File: config.mk
export PLATFORM = sky130hd
export DESIGN_NAME = erase_status_unit
export DESIGN_NICKNAME = d
export VERILOG_FILES = /design/src/rtl/esr_pkg.sv /design/src/rtl/esr_window_timer.sv /design/src/rtl/esr_ctrl.sv /design/src/rtl/esr_datapath.sv /design/src/rtl/erase_status_unit.sv
export SDC_FILE = /design/constraint.sdc
export NUM_CORES = 1
export LEC_CHECK = 0
export ABC_CLOCK_PERIOD_IN_PS = 2360
export BUFFER_PORTS_ARGS = -buffer_cell sky130_fd_sc_hd__clkbuf_2
export CORE_ASPECT_RATIO = 1.25
export CORE_MARGIN = 10
export CORE_UTILIZATION = 55
export DETAILED_ROUTE_END_ITERATION = 10
export PLACE_DENSITY_LB_ADDON = 0.12
export SLEW_MARGIN = 40
export SYNTH_ARGS = -nofsm -noshare
export SYNTH_HDL_FRONTEND = slang
export SYNTH_SLANG_ARGS = --single-unit
File: constraint.sdc
create_clock -name clk -period 2.36 [get_ports clk]
set_input_delay 0.236 -clock clk [delete_from_list [all_inputs] [get_ports clk]]
set_output_delay 0.236 -clock clk [all_outputs]
set_load 0.1 [all_outputs]
File: src/rtl/esr_pkg.sv
package esr_pkg;

  typedef enum logic [2:0] {
    PH_IDLE,
    PH_WINDOW,
    PH_ERASE,
    PH_SUSP,
    PH_FAIL
  } phase_e;

  // strobes from control to datapath
  typedef struct packed {
    phase_e phase;
    logic   listAdd;
    logic   listClear;
    logic   bankLoad;
  } ctrl_strobe_t;

  localparam int ST_POLL   = 7;
  localparam int ST_TOGGLE = 6;
  localparam int ST_ERR    = 5;
  localparam int ST_TIMER  = 3;
  localparam int ST_ALT    = 2;

endpackage

File: src/rtl/esr_window_timer.sv
module esr_window_timer #(
  parameter int CYCLES = 5000
) (
  input  logic clk,
  input  logic rstN,
  input  logic load,
  input  logic run,
  output logic expire
);
  localparam int CW = $clog2(CYCLES + 1);

  logic [CW-1:0] cntQ;

  always_ff @(posedge clk or negedge rstN) begin
    if (!rstN)                  cntQ <= '0;
    else if (load)              cntQ <= CW'(CYCLES);
    else if (run && cntQ != '0) cntQ <= cntQ - 1'b1;
  end

  assign expire = run && (cntQ == CW'(1));
endmodule

File: src/rtl/esr_ctrl.sv
module esr_ctrl
  import esr_pkg::*;
(
  input  logic         clk,
  input  logic         rstN,
  input  logic         cmdConfirm,
  input  logic         cmdSuspend,
  input  logic         cmdResume,
  input  logic         cmdReset,
  input  logic         engDone,
  input  logic         engFail,
  input  logic         sameBank,
  input  logic         windowExpire,
  output ctrl_strobe_t strobe,
  output logic         timerLoad,
  output logic         timerRun,
  output logic         eraseStart,
  output logic         eraseHold
);
  phase_e phaseQ, phaseD;
  logic   listAdd, listClear, bankLoad, startQ;

  always_comb begin
    phaseD    = phaseQ;
    listAdd   = 1'b0;
    listClear = 1'b0;
    bankLoad  = 1'b0;
    timerLoad = 1'b0;
    unique case (phaseQ)
      PH_IDLE: if (cmdConfirm) begin
        phaseD    = PH_WINDOW;
        listAdd   = 1'b1;
        bankLoad  = 1'b1;
        timerLoad = 1'b1;
      end
      PH_WINDOW: begin
        if (cmdReset || (cmdConfirm && !sameBank)) begin
          phaseD    = PH_IDLE;
          listClear = 1'b1;
        end else if (cmdConfirm) begin
          listAdd   = 1'b1;
          timerLoad = 1'b1;
        end else if (windowExpire) begin
          phaseD = PH_ERASE;
        end
      end
      PH_ERASE: begin
        if (engDone) begin
          phaseD    = engFail ? PH_FAIL : PH_IDLE;
          listClear = !engFail;
        end else if (cmdSuspend) begin
          phaseD = PH_SUSP;
        end
      end
      PH_SUSP: if (cmdResume) phaseD = PH_ERASE;
      PH_FAIL: if (cmdReset) begin
        phaseD    = PH_IDLE;
        listClear = 1'b1;
      end
      default: phaseD = PH_IDLE;
    endcase
  end

  always_ff @(posedge clk or negedge rstN) begin
    if (!rstN) begin
      phaseQ <= PH_IDLE;
      startQ <= 1'b0;
    end else begin
      phaseQ <= phaseD;
      startQ <= (phaseQ == PH_WINDOW) && (phaseD == PH_ERASE);
    end
  end

  assign timerRun   = (phaseQ == PH_WINDOW);
  assign eraseStart = startQ;
  assign eraseHold  = (phaseQ == PH_SUSP);

  always_comb begin
    strobe.phase     = phaseQ;
    strobe.listAdd   = listAdd;
    strobe.listClear = listClear;
    strobe.bankLoad  = bankLoad;
  end
endmodule

File: src/rtl/esr_datapath.sv
module esr_datapath
  import esr_pkg::*;
#(
  parameter int NUM_BLOCKS = 16,
  parameter int BANK_SPLIT = 4,
  parameter int BLK_W      = 4
) (
  input  logic                  clk,
  input  logic                  rstN,
  input  ctrl_strobe_t          strobe,
  input  logic [BLK_W-1:0]      cmdBlk,
  input  logic                  rdStrobe,
  input  logic [BLK_W-1:0]      rdBlk,
  output logic                  sameBank,
  output logic [NUM_BLOCKS-1:0] eraseMask,
  output logic                  rdValid,
  output logic                  rdIsStatus,
  output logic [7:0]            rdStatus
);
  localparam logic [BLK_W:0] SPLIT = (BLK_W+1)'(BANK_SPLIT);

  logic [NUM_BLOCKS-1:0] listQ, cmdHit, rdHit;
  logic opBankQ, tog6Q, tog2Q;
  logic cmdBank, rdBank, rdBankHit, inList;
  logic isStat, flip6, flip2;
  logic [7:0] word;
  logic validQ, isStatQ;
  logic [7:0] wordQ;

  for (genvar gi = 0; gi < NUM_BLOCKS; gi++) begin : g_blk
    assign cmdHit[gi] = (cmdBlk == BLK_W'(gi));
    assign rdHit[gi]  = (rdBlk == BLK_W'(gi));
    always_ff @(posedge clk or negedge rstN) begin
      if (!rstN)                               listQ[gi] <= 1'b0;
      else if (strobe.listClear)               listQ[gi] <= 1'b0;
      else if (strobe.listAdd && cmdHit[gi])   listQ[gi] <= 1'b1;
    end
  end

  assign cmdBank   = ({1'b0, cmdBlk} >= SPLIT);
  assign rdBank    = ({1'b0, rdBlk} >= SPLIT);
  assign sameBank  = (cmdBank == opBankQ);
  assign rdBankHit = (rdBank == opBankQ);
  assign inList    = |(listQ & rdHit);

  always_comb begin
    isStat = 1'b0;
    flip6  = 1'b0;
    flip2  = 1'b0;
    word   = '0;
    unique case (strobe.phase)
      PH_WINDOW, PH_ERASE: begin
        isStat         = rdBankHit;
        word[ST_TOGGLE] = tog6Q;
        word[ST_TIMER]  = (strobe.phase == PH_ERASE);
        word[ST_ALT]    = inList & tog2Q;
        flip6          = isStat;
        flip2          = isStat & inList;
      end
      PH_SUSP: begin
        isStat          = inList;
        word[ST_TOGGLE] = 1'b1;
        word[ST_TIMER]  = 1'b1;
        word[ST_ALT]    = tog2Q;
        flip2           = isStat;
      end
      PH_FAIL: begin
        isStat          = rdBankHit;
        word[ST_POLL]   = 1'b1;
        word[ST_ERR]    = 1'b1;
        word[ST_TIMER]  = 1'b1;
        word[ST_TOGGLE] = tog6Q;
        word[ST_ALT]    = inList & tog2Q;
        flip2           = isStat & inList;
      end
      default: isStat = 1'b0;
    endcase
    if (!isStat) word = '0;
  end

  always_ff @(posedge clk or negedge rstN) begin
    if (!rstN) begin
      opBankQ <= 1'b0;
      tog6Q   <= 1'b0;
      tog2Q   <= 1'b0;
      validQ  <= 1'b0;
      isStatQ <= 1'b0;
      wordQ   <= '0;
    end else begin
      if (strobe.bankLoad) opBankQ <= cmdBank;
      validQ <= rdStrobe;
      if (rdStrobe) begin
        isStatQ <= isStat;
        wordQ   <= word;
        if (flip6) tog6Q <= ~tog6Q;
        if (flip2) tog2Q <= ~tog2Q;
      end else begin
        isStatQ <= 1'b0;
        wordQ   <= '0;
      end
    end
  end

  assign eraseMask  = listQ;
  assign rdValid    = validQ;
  assign rdIsStatus = isStatQ;
  assign rdStatus   = wordQ;
endmodule

File: src/rtl/erase_status_unit.sv
module erase_status_unit
  import esr_pkg::*;
#(
  parameter int NUM_BLOCKS    = 16,
  parameter int BANK_SPLIT    = 4,
  parameter int WINDOW_CYCLES = 5000,
  localparam int BLK_W        = $clog2(NUM_BLOCKS)
) (
  input  logic                  clk,
  input  logic                  rstN,
  input  logic                  cmdConfirm,
  input  logic [BLK_W-1:0]      cmdBlk,
  input  logic                  cmdSuspend,
  input  logic                  cmdResume,
  input  logic                  cmdReset,
  input  logic                  engDone,
  input  logic                  engFail,
  input  logic                  rdStrobe,
  input  logic [BLK_W-1:0]      rdBlk,
  output logic                  eraseStart,
  output logic                  eraseHold,
  output logic [NUM_BLOCKS-1:0] eraseMask,
  output logic                  rdValid,
  output logic                  rdIsStatus,
  output logic [7:0]            rdStatus
);
  ctrl_strobe_t ctlStrobe;
  logic sameBank, timerLoad, timerRun, windowExpire;

  esr_ctrl uCtrl (
    .clk(clk), .rstN(rstN),
    .cmdConfirm(cmdConfirm), .cmdSuspend(cmdSuspend), .cmdResume(cmdResume),
    .cmdReset(cmdReset), .engDone(engDone), .engFail(engFail),
    .sameBank(sameBank), .windowExpire(windowExpire),
    .strobe(ctlStrobe), .timerLoad(timerLoad), .timerRun(timerRun),
    .eraseStart(eraseStart), .eraseHold(eraseHold)
  );

  esr_window_timer #(.CYCLES(WINDOW_CYCLES)) uTimer (
    .clk(clk), .rstN(rstN), .load(timerLoad), .run(timerRun),
    .expire(windowExpire)
  );

  esr_datapath #(
    .NUM_BLOCKS(NUM_BLOCKS), .BANK_SPLIT(BANK_SPLIT), .BLK_W(BLK_W)
  ) uData (
    .clk(clk), .rstN(rstN), .strobe(ctlStrobe), .cmdBlk(cmdBlk),
    .rdStrobe(rdStrobe), .rdBlk(rdBlk), .sameBank(sameBank),
    .eraseMask(eraseMask), .rdValid(rdValid), .rdIsStatus(rdIsStatus),
    .rdStatus(rdStatus)
  );
endmodule

==> flow_summary.yaml, run 1 <==
status:
  status: "finished clean"
timing:
  period_share: 0.850
  rsz0062_at_grt: "false"
  clock-skew-final_ns: 0.0105
  worst_pin_slew_ns: 0.557
  maxSlewHeadroom: 0.631
  drv_slew: 0
  setup_tns_ns: 0
  fmax_mhz: 498
  period_minus_slack_ns: 2.01
  hold_viol: 0
  setup_viol: 0
yosys:
  syn-instance-count: 228
  synth_edf_count: 0
  yosys_warnings: 0
  synth_cell_types: 49
  synth_common_cells: "dfrtp_1, nor2_1, o21a_1, nor3_1, nand2_1"
  avgSynthCellArea_um2: 9.96
  ys.flop_type: "dfrtp_1"
  ys_ff_latch: 42
  synth_area_leader_cell: "dfrtp_1"
  ys_seq_area_frac: 0.463
  ys_top_cells_by_area: "dfrtp_1, o21a_1, nor3_1"
  synth_most_common_cell: "dfrtp_1"
  synth.cell_area_um2: 2270
  async_reset_ff_frac: 1.00
  yosysTopAreaCellShare: 0.463
power_and_ir_drop:
  switchingPower_uw: 829
  power.leakage_uw: 0.00117
  peakVddDrop_mv: 0.495
  p_int_uw: 1260
  pwr-share-clk: 0.219
  combPwrFrac: 0.343
  p_seq_frac: 0.438
  swShare: 0.397
  p_per_area_nw_per_um2: 795
  p_total_uw: 2090
setup_path:
  endpoint_kind: "flop"
  criticalPathCategory: "flop to flop"
  cp-start-kind: "flop"
  required_ns: 2.58
  cp_max_fo: 4
  worst_ep_arrival_time_ns: 2.23
  path_buf_inv: 0
  r2r_slack_ns: 0.35
  crit_path_cell_trace: "or4_4 > nor4_4 > nand3_2 > or4_1 > a21oi_1"
  crit_family: "simple AND/OR/NAND/NOR gates"
  timing.rr.start: "uTimer.cntQ[7]"
  reg2reg_depth: 5
  max_stage_delay_ns: 0.58
  r2r-end: "uTimer.cntQ[10]"
  critPathLaunch: "uTimer.cntQ[7]"
  crit_slowest_cell: "or4_4"
routing:
  ant_nets: 0
  drcViolationCount: 0
  routed_via_density: 5.65
  drtIter0Drc: 86
  drt-pass1-iter-count: 4
  wl_per_cell_um: 16.4
  vias: 1853
  totalWireLength_mm: 5.37
global_routing:
  grt_pass1_wl_mm: 9.22
  grt_usage: 0.155
  antenna_found_initial: 0
  grt_max_degree: 43
  overflow: 0
  grt_pass1_vias: 1942
clock_network:
  clk_latency_ns: 0.30
  clk_pin_slew_worst_paths_ns: 0.08
  cts.repair.resized: 0
  cts-root-buf: "clkbuf_8"
  cts-buffers-inserted: 5
  hold_buffers: 0
  clockBufferDepth: 2
  cts_setup_buffers: 0
  tritoncts: "built"
  h-tree-depth: 2
  clock_sinks: 42
layout:
  multiInputGateArea_um2: 1140
  fillers: 389
  register_area_um2: 1050
  antenna_cells: 0
  area_growth_pct: 15.7
  fin_nets: 293
  drive_gt1_frac: 0.250
min_path:
  holdCritPathClass: "input pin to async pin"
floorplanning:
  die-area_um2: 7120
  num_rows: 26
  die_x_um: 77.5
  die_y_um: 91.8
  start_util: 0.563
  ios: 45
  coreArea_um2: 4030
placed_design:
  gp_congestion: 0.815
  port_buffers: 41
  hpwl_mm: 3.97
flow_run:
  maxCapViolCount: 0
[flip-flops by register name, summed over array words and instances, names as in the netlist]
register / count
uData.tog2Q: 1
uData.eraseMask: 16
uData.opBankQ: 1
uData.tog6Q: 1
uTimer.cntQ: 13
uData.rdIsStatus: 1
uCtrl.eraseStart: 1
uData.rdValid: 1
uCtrl.phaseQ: 3
uData.rdStatus: 4
[cell usage in the layout (no fill, tap or decap), types with 2 or more instances in the layout]
cell and instances:
nand2_1 15, nand4_1 2, o21ai_0 8, conb_1 3
a311oi_1 2, dfrtp_1 42, or3_1 3, or4_1 4
a31oi_1 4, mux2_2 4, xnor2_1 7, nor3_1 16
o31ai_1 3, or2_2 2, mux2i_1 2, o21a_1 18
nand3_1 2, clkbuf_8 6, clkbuf_2 41, nand3b_1 3
nand3_2 2, nor2b_1 3, xor2_1 3, nor2_1 18
nand2b_1 6, nor4_1 6, o22a_1 2, nor3b_1 3
a21oi_1 7, ha_1 3, mux4_2 2, buf_4 7
inv_1 8
[worst max-delay path by stage]
stage                          end  slack, ns  depth (start not counted)
2_1_floorplan          uData.tog2Q       0.28                          5
6_report           uTimer.cntQ[10]       0.35                          5
4_1_cts            uTimer.cntQ[10]       0.35                          5
3_3_place_gp       uTimer.cntQ[10]       0.43                          5
3_5_place_dp       uTimer.cntQ[10]       0.37                          5
5_1_grt        uData.eraseMask[13]       0.23                          6
[layer usage]
metal  up-vias  GRT usage  part of all wire
met5         -          0                 0
met3         5     0.0439             0.054
met1       896      0.175              0.42
met4         0     0.0503             0.013
met2        42      0.274              0.51
li1        910          -                 -
[cell type report]
type,instances,share of cell area
Clock buffer,6,0.0314
Inverter,8,0.0114
Multi-Input combinational cell,168,0.432
Sequential cell,42,0.400
Tap cell,56,0.0267
Timing Repair Buffer,48,0.0981
[power groups by stage]
stage	Combinational, uW	Sequential, uW	Clock, uW
2_1_floorplan	358	1120	0
3_3_place_gp	710	923	0
3_5_place_dp	713	928	0
4_1_cts	717	915	469
5_1_grt	777	931	487
6_report	717	914	458
[per-stage QoR]
step	hold WS [ns]	area (um2)	cells	utilization	setup slack, ns
floorplan	-0.0596	2280	230	-	0.276
global placement	0.333	2540	322	0.631	0.429
detailed placement	0.342	2540	322	0.631	0.369
CTS	0.0209	2630	328	0.651	0.353
global route	0.0510	2630	328	0.651	0.230
finish	0.00168	2630	328	0.651	0.354
[kinds of logic (layout without fill, tap and decap cells)]
| logic type | after synthesis | count (layout) | share of synthesized area |
|---|---|---|---|
| compound gates | 54 | 54 | 0.166 |
| buf+inv | 20 | 62 | 0.0402 |
| mux | 8 | 8 | 0.0485 |
| simple gates | 90 | 90 | 0.225 |
| xor+xnor | 10 | 10 | 0.0386 |
| other cells | 1 | 3 | 0.00165 |
| fa+ha+maj | 3 | 3 | 0.0165 |
| flops | 42 | 42 | 0.463 |
Note: power is estimated with default switching activity, not from simulation.
==> run 2: changes to the inputs <==
ABC_CLOCK_PERIOD_IN_PS = 2200   (was 2360)
clock period = 2.2 ns   (was 2.36 ns; I/O delays follow)
==> run 2 against run 1 <==
  * Via count increased by 1.3%
  * Core utilization increased by 2.1 points
  * Critical path depth unchanged
  * Sequential share of layout area decreased by 1.3 points
  * Global-route usage decreased by 0.25 points
  * Hold slack improved by 0.073 ns
  * Sequential power increased by 7.2%
  * Register-to-register slack got worse by 0.15 ns
  * Clock-buffer cell count unchanged
  * Highest routed layer unchanged
==> flow_summary.yaml, run 2 (synthesized netlist as in run 1, its figures left out) <==
timing:
  setup_tns_ns: 0
  setup_viol: 0
  hold_viol: 0
  maxSlewHeadroom: 0.635
  clock-skew-final_ns: 0.00792
  period_share: 0.908
  rsz0062_at_grt: "false"
  worst_slack_ns: 0.202
  drv_slew: 0
  fmax_mhz: 500
  worst_pin_slew_ns: 0.550
  period_minus_slack_ns: 2.00
floorplanning:
  die_y_um: 91.8
  ios: 45
  coreArea_um2: 4030
  num_rows: 26
  start_util: 0.563
  die-area_um2: 7120
  die_x_um: 77.5
setup_path:
  cp_max_fo: 4
  r2r-end: "uTimer.cntQ[10]"
  cp-start-kind: "flop"
  worst_ep_arrival_time_ns: 2.22
  timing.rr.start: "uTimer.cntQ[7]"
  required_ns: 2.42
  reg2reg_depth: 5
  criticalPathCategory: "flop to flop"
  endpoint_kind: "flop"
  r2r_slack_ns: 0.20
routing:
  drcViolationCount: 0
  drt-pass1-iter-count: 4
  vias: 1878
  wl_per_cell_um: 15.7
  routed_via_density: 5.64
  ant_nets: 0
  totalWireLength_mm: 5.22
  drtIter0Drc: 96
layout:
  final_cell_mix: "dfrtp_1, clkbuf_2, o21a_1, nor2_1, nor3_1"
  design_area_um2: 2710
  fin_nets: 296
  largest_register_ff_count: 16
  mostFrequentLayoutCell: "dfrtp_1"
  antenna_cells: 0
  drive_gt1_frac: 0.260
  fillers: 382
  final_util: 0.672
  area_growth_pct: 19.4
clock_network:
  clk_pin_slew_worst_paths_ns: 0.08
  cts_setup_buffers: 0
  clk_latency_ns: 0.29
  tritoncts: "built"
  clock_sinks: 42
  cts.repair.resized: 0
  clockBufferDepth: 2
  cts-root-buf: "clkbuf_8"
  h-tree-depth: 2
  cts-buffers-inserted: 5
  hold_buffers: 1
power_and_ir_drop:
  combPwrFrac: 0.311
  power.leakage_uw: 0.00121
  p_seq_frac: 0.391
  pwr-share-clk: 0.299
  p_per_area_nw_per_um2: 924
  switchingPower_uw: 907
  p_total_uw: 2510
  peakVddDrop_mv: 0.493
  p_int_uw: 1600
  swShare: 0.362
global_routing:
  grt_max_degree: 22
  gr-usage-met2: 0.278
  grt_pass1_vias: 1961
  grt_usage: 0.153
  grt_busiest_layer: "met2"
  antenna_found_initial: 0
  overflow: 0
  grt_use_met3: 0.0459
  use_met1: 0.162
  grt_pass1_wl_mm: 8.98
placed_design:
  place_area_um2: 2560
  hpwl_mm: 3.97
  gp_congestion: 0.842
  dpl_worst_slack_ns: 0.224
  port_buffers: 41
min_path:
  min_path_cells: 1
  hp-start: "rdStrobe"
  holdCritPathClass: "input pin to flop"
  hold_path_end: "uData.rdValid"
status:
  status: "finished clean"
flow_run:
  maxCapViolCount: 0
-- run 2: cell count changes in the layout (fill, tap and decap cells not counted), sizes merged --
| cell | before | now |
|---|---|---|
| buf | 7 | 9 |
| dlygate4sd3 | 0 | 1 |
| bufinv | 0 | 2 |
-- run 2: how the worst max path moves through the flow --
stage / from / endpoint / slack (ns) / cells after the start
finish: uTimer.cntQ[7] / uTimer.cntQ[10] / 0.20 / 5
global route: uTimer.cntQ[7] / uTimer.cntQ[10] / 0.09 / 5
CTS: uTimer.cntQ[7] / uTimer.cntQ[10] / 0.20 / 5
detailed placement: uTimer.cntQ[7] / uTimer.cntQ[10] / 0.22 / 5
global placement: uTimer.cntQ[7] / uTimer.cntQ[10] / 0.27 / 5
floorplan: uData.eraseMask[3] / uData.tog2Q / 0.12 / 5
-- run 2: power by group through the flow --
stage	registers [uW]	clock network, uW	logic (uW)
after global placement	990	0	768
after detailed placement	994	0	775
final	980	749	778
after CTS	979	764	781
after global routing	998	789	841
after floorplan	1200	0	384
-- run 2: layout make-up --
class                           instances  area (um2)  area share
Multi-Input combinational cell        168        1140       0.419
Clock inverter                          2        60.1      0.0221
Clock buffer                            6        82.6      0.0304
Inverter                                8        30.0      0.0111
Sequential cell                        42        1050       0.387
Tap cell                               56        70.1      0.0258
Timing Repair Buffer                   51         283       0.104
-- run 2: worst max-delay path, stage by stage (launching register included) --
cell     delay (ns)
dfrtp_1        0.41
or4_4          0.58
nor4_4         0.24
nand3_2        0.15
or4_1          0.41
a21oi_1        0.15
-- run 2: stage by stage --
step / instances / hold WS, ns
floorplan: 230 / -0.0756
global placement: 324 / 0.140
detailed placement: 324 / 0.141
CTS: 333 / 0.0657
global route: 333 / 0.0665
finish: 333 / 0.0742
-- run 2: per-layer routing --
| layer | vias to the layer above | routed length, um | share of wire |
|---|---|---|---|
| li1 | 920 | - | - |
| met1 | 916 | 2120 | 0.41 |
| met2 | 36 | 2760 | 0.53 |
| met3 | 6 | 268 | 0.051 |
| met4 | 0 | 74 | 0.014 |
| met5 | - | 0 | 0 |
